File: src/rtl/cs_pkg.sv
// Package: shared constants and types for the banked chip-select decoder.
// Assumes the address space is split into four equal windows by its top two bits.
package cs_pkg;

    parameter int ADDR_W = 16;
    parameter int BANK_W = 3;

    // Bank numbers that own each device window
    parameter int BANK_ROM_LO    = 0;
    parameter int BANK_ROM_HI    = 6;
    parameter int BANK_ROM_PAGED = 3;
    parameter int BANK_RAM       = 0;

    // Slot banking: each slot owns a run of consecutive banks
    parameter int NUM_SLOTS      = 2;
    parameter int BANKS_PER_SLOT = 2;

    // Quarter-of-space window codes taken from the top two address bits
    typedef enum logic [1:0] {
        WIN_Q0 = 2'b00,   // 0000h-3FFFh
        WIN_Q1 = 2'b01,   // 4000h-7FFFh
        WIN_Q2 = 2'b10,   // 8000h-BFFFh
        WIN_Q3 = 2'b11    // C000h-FFFFh
    } quarter_e;

    // Window flags produced by the address decoder
    typedef struct packed {
        logic lower_half;  // 0000h-7FFFh
        logic q1;          // 4000h-7FFFh
        logic q2;          // 8000h-BFFFh
        logic q3;          // C000h-FFFFh
    } win_t;

endpackage

File: src/rtl/cs_bank_regs.sv
// Module: cs_bank_regs
// Holds the bank number and the paged-ROM sub-bank bit. Both are written
// by single-cycle strobes and cleared by synchronous active-low reset.
// Assumes the strobes are synchronous to clk.
module cs_bank_regs #(
    parameter int BANK_W = 3
) (
    input  logic              clk,
    input  logic              rst_n,
    input  logic              bank_we,
    input  logic [BANK_W-1:0] bank_wdata,
    input  logic              page_we,
    input  logic              page_wdata,
    output logic [BANK_W-1:0] bank_q,
    output logic              page_q
);

    // Bank number register: load on strobe, clear on reset
    always_ff @(posedge clk) begin
        if (!rst_n)
            bank_q <= '0;
        else if (bank_we)
            bank_q <= bank_wdata;
    end

    // Sub-bank bit register: load on strobe, clear on reset
    always_ff @(posedge clk) begin
        if (!rst_n)
            page_q <= 1'b0;
        else if (page_we)
            page_q <= page_wdata;
    end

    // a written bank number is visible on the following cycle
    a_r1_bank_load: assert property (@(posedge clk) disable iff (!rst_n)
        bank_we |=> (bank_q == $past(bank_wdata)));

    // without a write the bank number holds
    a_r1_bank_hold: assert property (@(posedge clk) disable iff (!rst_n)
        (!bank_we && $past(rst_n)) |=> $stable(bank_q));

    // a written sub-bank bit is visible on the following cycle
    a_r12_page_load: assert property (@(posedge clk) disable iff (!rst_n)
        page_we |=> (page_q == $past(page_wdata)));

endmodule

File: src/rtl/cs_window_decode.sv
// Module: cs_window_decode
// Turns the top address bits into window flags and passes the bits that
// drive device pins directly (RAM split bit, paged ROM output enable).
// Assumes ADDR_W >= 14 so that the RAM split bit exists.
module cs_window_decode
    import cs_pkg::*;
#(
    parameter int ADDR_W = 16
) (
    input  logic [ADDR_W-1:0] addr,
    output win_t              win,
    output logic              split_bit,
    output logic              msb
);

    localparam int SPLIT_POS = ADDR_W - 3;

    quarter_e quarter;
    logic     unused_addr_low;

    // Top two bits name the quarter of the address space
    always_comb quarter = quarter_e'(addr[ADDR_W-1 -: 2]);

    // Window flags from the quarter code
    always_comb begin
        win.lower_half = (quarter == WIN_Q0) || (quarter == WIN_Q1);
        win.q1         = (quarter == WIN_Q1);
        win.q2         = (quarter == WIN_Q2);
        win.q3         = (quarter == WIN_Q3);
    end

    // Pin-level pass-through bits
    always_comb begin
        split_bit = addr[SPLIT_POS];
        msb       = addr[ADDR_W-1];
    end

    // Low address bits play no part in decoding
    assign unused_addr_low = ^addr[SPLIT_POS-1:0];

endmodule

File: src/rtl/cs_select_gen.sv
// Module: cs_select_gen
// Combines window flags, bank number, request strobe and inhibit into the
// device selects. ROM and slot selects are produced active low, RAM enable
// active high. Slot selects are generated one per slot, each owning
// BANKS_PER_SLOT consecutive banks starting from bank 0.
module cs_select_gen
    import cs_pkg::*;
#(
    parameter int BANK_W    = 3,
    parameter int N_SLOTS   = 2,
    parameter int SLOT_SPAN = 2
) (
    input  win_t               win,
    input  logic [BANK_W-1:0]  bank,
    input  logic               mem_req,
    input  logic               rom_inhibit,
    output logic               rom_lo_n,
    output logic               rom_hi_n,
    output logic               rom_bank_n,
    output logic               ram_en,
    output logic [N_SLOTS-1:0] slot_n
);

    localparam logic [BANK_W-1:0] B_LO    = BANK_W'(BANK_ROM_LO);
    localparam logic [BANK_W-1:0] B_HI    = BANK_W'(BANK_ROM_HI);
    localparam logic [BANK_W-1:0] B_PAGED = BANK_W'(BANK_ROM_PAGED);
    localparam logic [BANK_W-1:0] B_RAM   = BANK_W'(BANK_RAM);

    logic rom_gate;

    // Plain ROMs need a request and no external inhibit
    always_comb rom_gate = mem_req && !rom_inhibit;

    // Internal ROM selects, active low
    always_comb begin
        rom_lo_n   = !(rom_gate && win.lower_half && (bank == B_LO));
        rom_hi_n   = !(rom_gate && win.q2         && (bank == B_HI));
        rom_bank_n = !(mem_req  && win.q1         && (bank == B_PAGED));
    end

    // Internal RAM enable, active high
    always_comb ram_en = mem_req && win.q3 && (bank == B_RAM);

    // One select per slot over its own run of banks
    for (genvar s = 0; s < N_SLOTS; s++) begin : g_slot
        localparam logic [BANK_W:0] FIRST = (BANK_W+1)'(s * SLOT_SPAN);
        localparam logic [BANK_W:0] LAST  = (BANK_W+1)'((s + 1) * SLOT_SPAN);
        logic in_run;
        // Bank falls inside this slot's run
        always_comb in_run = ({1'b0, bank} >= FIRST) && ({1'b0, bank} < LAST);
        // Slot select, active low
        always_comb slot_n[s] = !(mem_req && win.q2 && in_run);
    end

endmodule

File: src/rtl/cs_bank_decoder.sv
// Module: cs_bank_decoder (top)
// Banked chip-select decoder: bank/sub-bank registers, address window
// decode and select generation. Selects are combinational in addr,
// mem_req and rom_inhibit and registered only through the bank state.
// Assumes inputs are stable around each rising clock edge.
module cs_bank_decoder
    import cs_pkg::*;
#(
    parameter int AW = ADDR_W,
    parameter int BW = BANK_W
) (
    input  logic          clk,
    input  logic          rst_n,
    input  logic [AW-1:0] addr,
    input  logic          mem_req,
    input  logic          bank_we,
    input  logic [BW-1:0] bank_wdata,
    input  logic          page_we,
    input  logic          page_wdata,
    input  logic          rom_inhibit,
    output logic          rom_lo_n,
    output logic          rom_hi_n,
    output logic          rom_bank_n,
    output logic          rom_bank_oe_n,
    output logic          rom_bank_page,
    output logic          ram_en,
    output logic          ram_lo_ce_n,
    output logic          ram_hi_ce_n,
    output logic          slot1_n,
    output logic          slot2_n
);

    logic [BW-1:0]        bank_q;
    logic                 page_q;
    win_t                 win;
    logic                 split_bit;
    logic                 msb;
    logic [NUM_SLOTS-1:0] slot_n;

    cs_bank_regs #(.BANK_W(BW)) regs_i (
        .clk        (clk),
        .rst_n      (rst_n),
        .bank_we    (bank_we),
        .bank_wdata (bank_wdata),
        .page_we    (page_we),
        .page_wdata (page_wdata),
        .bank_q     (bank_q),
        .page_q     (page_q)
    );

    cs_window_decode #(.ADDR_W(AW)) win_i (
        .addr      (addr),
        .win       (win),
        .split_bit (split_bit),
        .msb       (msb)
    );

    cs_select_gen #(
        .BANK_W    (BW),
        .N_SLOTS   (NUM_SLOTS),
        .SLOT_SPAN (BANKS_PER_SLOT)
    ) sel_i (
        .win         (win),
        .bank        (bank_q),
        .mem_req     (mem_req),
        .rom_inhibit (rom_inhibit),
        .rom_lo_n    (rom_lo_n),
        .rom_hi_n    (rom_hi_n),
        .rom_bank_n  (rom_bank_n),
        .ram_en      (ram_en),
        .slot_n      (slot_n)
    );

    // Device pin wiring: RAM split, paged ROM enable and page line
    always_comb begin
        ram_lo_ce_n   = split_bit;
        ram_hi_ce_n   = !split_bit;
        rom_bank_oe_n = msb;
        rom_bank_page = page_q;
        slot1_n       = slot_n[0];
        slot2_n       = slot_n[1];
    end

    // no request, no select
    a_r10_idle: assert property (@(posedge clk) disable iff (!rst_n)
        !mem_req |-> (rom_lo_n && rom_hi_n && rom_bank_n && !ram_en && slot1_n && slot2_n));

    // inhibit keeps both plain ROMs deselected
    a_r9_inhibit: assert property (@(posedge clk) disable iff (!rst_n)
        rom_inhibit |-> (rom_lo_n && rom_hi_n));

    // internal devices never contend
    a_r11_one_device: assert property (@(posedge clk) disable iff (!rst_n)
        $onehot0({!rom_lo_n, !rom_hi_n, !rom_bank_n, ram_en}));

    // RAM enable only in the top quarter
    a_r5_ram_window: assert property (@(posedge clk) disable iff (!rst_n)
        ram_en |-> (addr[AW-1 -: 2] == 2'b11));

    // slots only in the third quarter and never together
    a_r7_slot_window: assert property (@(posedge clk) disable iff (!rst_n)
        (!slot1_n || !slot2_n) |-> (addr[AW-1 -: 2] == 2'b10 && (slot1_n != slot2_n)));

    // exactly one RAM chip enable is low
    a_r6_split: assert property (@(posedge clk) disable iff (!rst_n)
        $countones({ram_lo_ce_n, ram_hi_ce_n}) == 1);

endmodule

File: config.mk
export PLATFORM = sky130hd
export DESIGN_NAME = cs_bank_decoder
export DESIGN_NICKNAME = d
export VERILOG_FILES = /design/src/rtl/cs_pkg.sv /design/src/rtl/cs_bank_regs.sv /design/src/rtl/cs_window_decode.sv /design/src/rtl/cs_select_gen.sv /design/src/rtl/cs_bank_decoder.sv
export SDC_FILE = /design/constraint.sdc
export NUM_CORES = 1
export LEC_CHECK = 0
export BUFFER_PORTS_ARGS = -buffer_cell sky130_fd_sc_hd__buf_2
export CAP_MARGIN = 25
export CORE_AREA = 2 2 39 41
export CTS_CLUSTER_DIAMETER = 120
export DETAILED_ROUTE_END_ITERATION = 7
export DIE_AREA = 0 0 41 43
export PLACE_DENSITY = 0.61
export SETUP_SLACK_MARGIN = 0.02
export SLEW_MARGIN = 15
export SYNTH_ARGS = -nofsm -noshare
export SYNTH_HDL_FRONTEND = slang
export SYNTH_SLANG_ARGS = --single-unit
File: constraint.sdc
create_clock -name clk -period 0.89 [get_ports clk]
set_input_delay 0.089 -clock clk [delete_from_list [all_inputs] [get_ports clk]]
set_output_delay 0.089 -clock clk [all_outputs]
set_load 0.1 [all_outputs]
# Yosys cells after proc, flatten, opt, wreduce, memory -nomap -nowiden
# Cells that the tools add are included.
# W data, S select, Z words.
# totals
reg_bits	4
input_bits	26
out_inout_bits	10
wordCells	33
# classes
magnitude_cmp	3
eq_ne	5
n_reduce_logical	23
# ops
op	count
$logic_and A1 B1 Y1	13
$logic_not A1 Y1	7
$eq A2 B2 Y1 const B	2
$eq A3 B2 Y1 const B	1
$eq A3 B3 Y1 const B	1
$ge A3 B2 Y1 const B	1
$logic_not A3 Y1	1
$lt A3 B2 Y1 const B	1
$lt A3 B3 Y1 const B	1
$eq A2 B1 Y1 const B	1
$logic_not A2 Y1	1
$logic_or A1 B1 Y1	1

# Logic depth before layout (Yosys ltp)
# depth
depth_word	5
ltp_mapped	2
mapped_depth_nobuf	2

# Modules after synthesis
# A second synthesis with hierarchy kept.
# hier_totals
hier_cells	29
hier_area_um2	264.0
# modules_own_cells
mod	instances	cells_per_inst	area_per_inst_um2	seq_area_each_um2
cs_bank_regs	1	12	145.1	80.1
cs_select_gen	1	10	73.8	0.0
cs_window_decode	1	6	41.3	0.0
cs_bank_decoder	1	1	3.8	0.0

# Worst setup path after synthesis
# OpenSTA, ideal clock, no wires.
# synth_path
path_kind	register to output
startpoint	register regs_i.bank_q[0]
endpoint	output ram_en
t_arrival_ps	3596
t_required_ps	801
setup_slack_ps	-2795
path_stages_with_launch	3
path_buffers	0
path_cell_list	dfxtp_1 > nand3b_1 > nor4b_1
# synth_via
elab_chain_len	2
# synth_lines
element	line	source
start, declared	cs_bank_regs.sv:14	output logic [BANK_W-1:0] bank_q,
start signal, assigned	cs_bank_regs.sv:23	bank_q <= bank_wdata;
$logic_not A3 Y1	cs_select_gen.sv:42	always_comb ram_en = mem_req && win.q3 && (bank == B_RAM);
$logic_and A1 B1 Y1	cs_select_gen.sv:42	
end, declared	cs_bank_decoder.sv:26	output logic ram_en,
# No other way between the ends.

# Worst setup path after layout
# layout_path
startpoint	register regs_i.bank_q[2]
endpoint	output rom_bank_n
# layout_via
elab_chain_len	3
# layout_lines
element	line	source
$eq A3 B2 Y1	cs_select_gen.sv:38	rom_bank_n = !(mem_req && win.q1 && (bank == B_PAGED));
$logic_and A1 B1 Y1	cs_select_gen.sv:38	
$logic_not A1 Y1	cs_select_gen.sv:38	
end, declared	cs_bank_decoder.sv:23	output logic rom_bank_n,
# No other way between the ends.

==> run summary <==
Final Worst Setup Slack - -0.4457 ns
RR Startpoint - regs_i.bank_q[1]$_SDFFE_PN0P_
Initial Util - 0.1781
hold_sp - rst_n
nets - 86
antenna-violating nets left - 0
VDD IR max - 0.6662 mV
Critical Path AT - 1.25 ns
fin cells - 74
Routed WL per cell - 8.919 µm
hold path cells - 2
antenna violations before repair - 0
routed via count - 305
Clock Path Buffers - 2
Synth Area in XOR/XNOR - 0
I/O Buffers - 22
WS Path Type - flop to primary output
run status - finished, violations left
largest area contributor in the netlist - dfxtp_1
share of cells above drive strength 1 - 0.7586
grt ovf - 0
Worst setup SP type - flop
Period minus WS final - 1.336 ns
Post-DP HPWL - 588.9 µm
CP required - 0.80 ns
RSZ-0062 raised after global routing - yes
slew margin rel. - 0.8211
TritonCTS Sinks - 4
final design utilization - 0.4810
reg-to-reg critical path endpoint - regs_i.bank_q[1]$_SDFFE_PN0P_
R2R setup slack - 0.11 ns
total leakage power - 0.3153 nW
largest net degree at the start of global routing - 7
Yosys reg bits - 4
Worst Hold Path EP - regs_i.bank_q[0]$_SDFFE_PN0P_
Synth top area share - 0.3249
Iter 0 DRT Violations - 3
unique cell type count in the Yosys netlist - 15
chip width - 41 µm
Reg clk slew, reported paths - 0.04 ns
gr usage total - 0.09228
failing checks - setup timing
Routability Congestion - 0.6995
detail-routed via count per cell - 4.122
vias in the first global route - 287
most frequent cells in the layout - buf_2, buf_12, buf_4, mux2i_1, nor2b_1
antenna cells - 0
commonest non-fill, non-tap cell in the layout - buf_2
die footprint - 1763 µm²
H-tree Lvls - 1
Worst R2R Path Depth - 3
root buffer cell - clkbuf_4
I/O pin count - 36
sequential fraction of the synthesis area - 0.3249
syn_area_per_cell - 9.480 µm²
Area Growth Syn to Fin - 170.1%
worst slew pin tran - 0.2672 ns
drt drc - 0
TritonCTS clock tree - built
Synth warnings - 0
Crit Path Max Fanout - 4
final wirelength - 660 µm
Final period util - 1.501
CORE AREA - 1384 µm²
Mapped Cells - 26
Syn Nets - 52
Synth area leaders - dfxtp_1, mux2i_1, nor2b_1
Compound-Gate Fraction of Synth Area - 0
adder-cell share of the synthesized area - 0
total CTS buffers - 3
Max Slew Vio Count - 0
# Max-Cap Violations - 0
first-pass iteration count of the detailed router - 2
main combinational cell family by area after synthesis - simple AND/OR/NAND/NOR gates
Final setup viols - 6
power per cell area - 1126 nW/µm²
Worst Hold Class - input port to flop
fraction of synthesized area in multiplexers - 0.1624
Critical Path End Type - primary output
fmax - 748.6 MHz
simple-gate area share of the yosys netlist - 0.4365
placed cell count - 71
worst skew pair latency - 0.24 ns
first-pass GRT wire length - 1035 µm
final hold violation count - 0
row cnt - 14
Die H - 43 µm
pre-CTS WS - -0.2514 ns
clk_skew - 0 ns
Syn Std Cell Area - 246.5 µm²
sequential cells by signal, summed over array words and instances (netlist names):
register / flops
regs_i.page_q: 1
regs_i.bank_q: 3
timing repair:
action                                  CTS  global route
setup buffers                             0             0
gates resized for setup                   9             0
pin swaps                                 2             1
hold buffers                              0             0
endpoints found under the setup margin    6             6
final cells by class:
type | instances | area, µm²
clock buffer | 3 | 22.52
fill | 130 | 718.2
inverter | 1 | 3.754
multi-input combinational | 19 | 188.9
sequential | 4 | 90.09
tap | 16 | 20.02
timing repair buffer | 31 | 340.3
stage by stage:
stage          setup TNS [ns]  total power, W  hold WS (ns)  cell area [µm²]
6_report               -2.369       0.0007493       0.09451            665.6
5_1_grt                -2.640       0.0007929        0.1025            665.6
4_1_cts                -2.494       0.0007655       0.08983            665.6
3_5_place_dp           -1.275       0.0005179        0.3407            606.8
3_3_place_gp           -1.273       0.0005150        0.3351            606.8
2_1_floorplan          -2.425       0.0003777        0.2158            291.5
metal layers:
metal	up-vias	GRT usage	wire, µm
met1	128	0.08974	241
met5	-	0	0
li1	157	-	-
met3	2	0.02094	60
met2	18	0.1406	343
met4	0	0.1000	14
synthesized netlist by cell type:
| cell type | count |
|---|---|
| and4bb_2 | 1 |
| buf_4 | 2 |
| dfxtp_1 | 4 |
| inv_1 | 1 |
| mux2i_1 | 4 |
| nand2_1 | 1 |
| nand3b_1 | 2 |
| nand4_1 | 1 |
| nand4b_1 | 1 |
| nor2b_1 | 4 |
| nor3_1 | 1 |
| nor3b_1 | 1 |
| nor4b_1 | 1 |
| or3_1 | 1 |
| or3b_1 | 1 |
logic make-up after synthesis:
kind of cell | after synthesis
buffers and inverters | 3
AND/OR/NAND/NOR | 15
multiplexers | 4
flip-flops | 4
report_power, final:
part	switching [W]	internal [W]	total [W]
Combinational	0.000176	0.000147	0.000323
Sequential	0.0000131	0.000190	0.000203
Clock	0.0000723	0.000151	0.000223
Total	0.000261	0.000488	0.000749
how the worst max path moves through the flow:
stage | from | to
after floorplan | regs_i.bank_q[0]$_SDFFE_PN0P_ | ram_en
after global placement | addr[14] | slot1_n
after detailed placement | addr[14] | slot1_n
after CTS | regs_i.bank_q[2]$_SDFFE_PN0P_ | rom_bank_n
after global routing | regs_i.bank_q[2]$_SDFFE_PN0P_ | rom_bank_n
final | regs_i.bank_q[2]$_SDFFE_PN0P_ | rom_bank_n
critical path, stage by stage (launching register included):
cell	delay (ns)
dfxtp_2	0.34
buf_12	0.13
nor3b_4	0.17
nand4_1	0.16
buf_12	0.21
(Power assumes the default switching activity.)
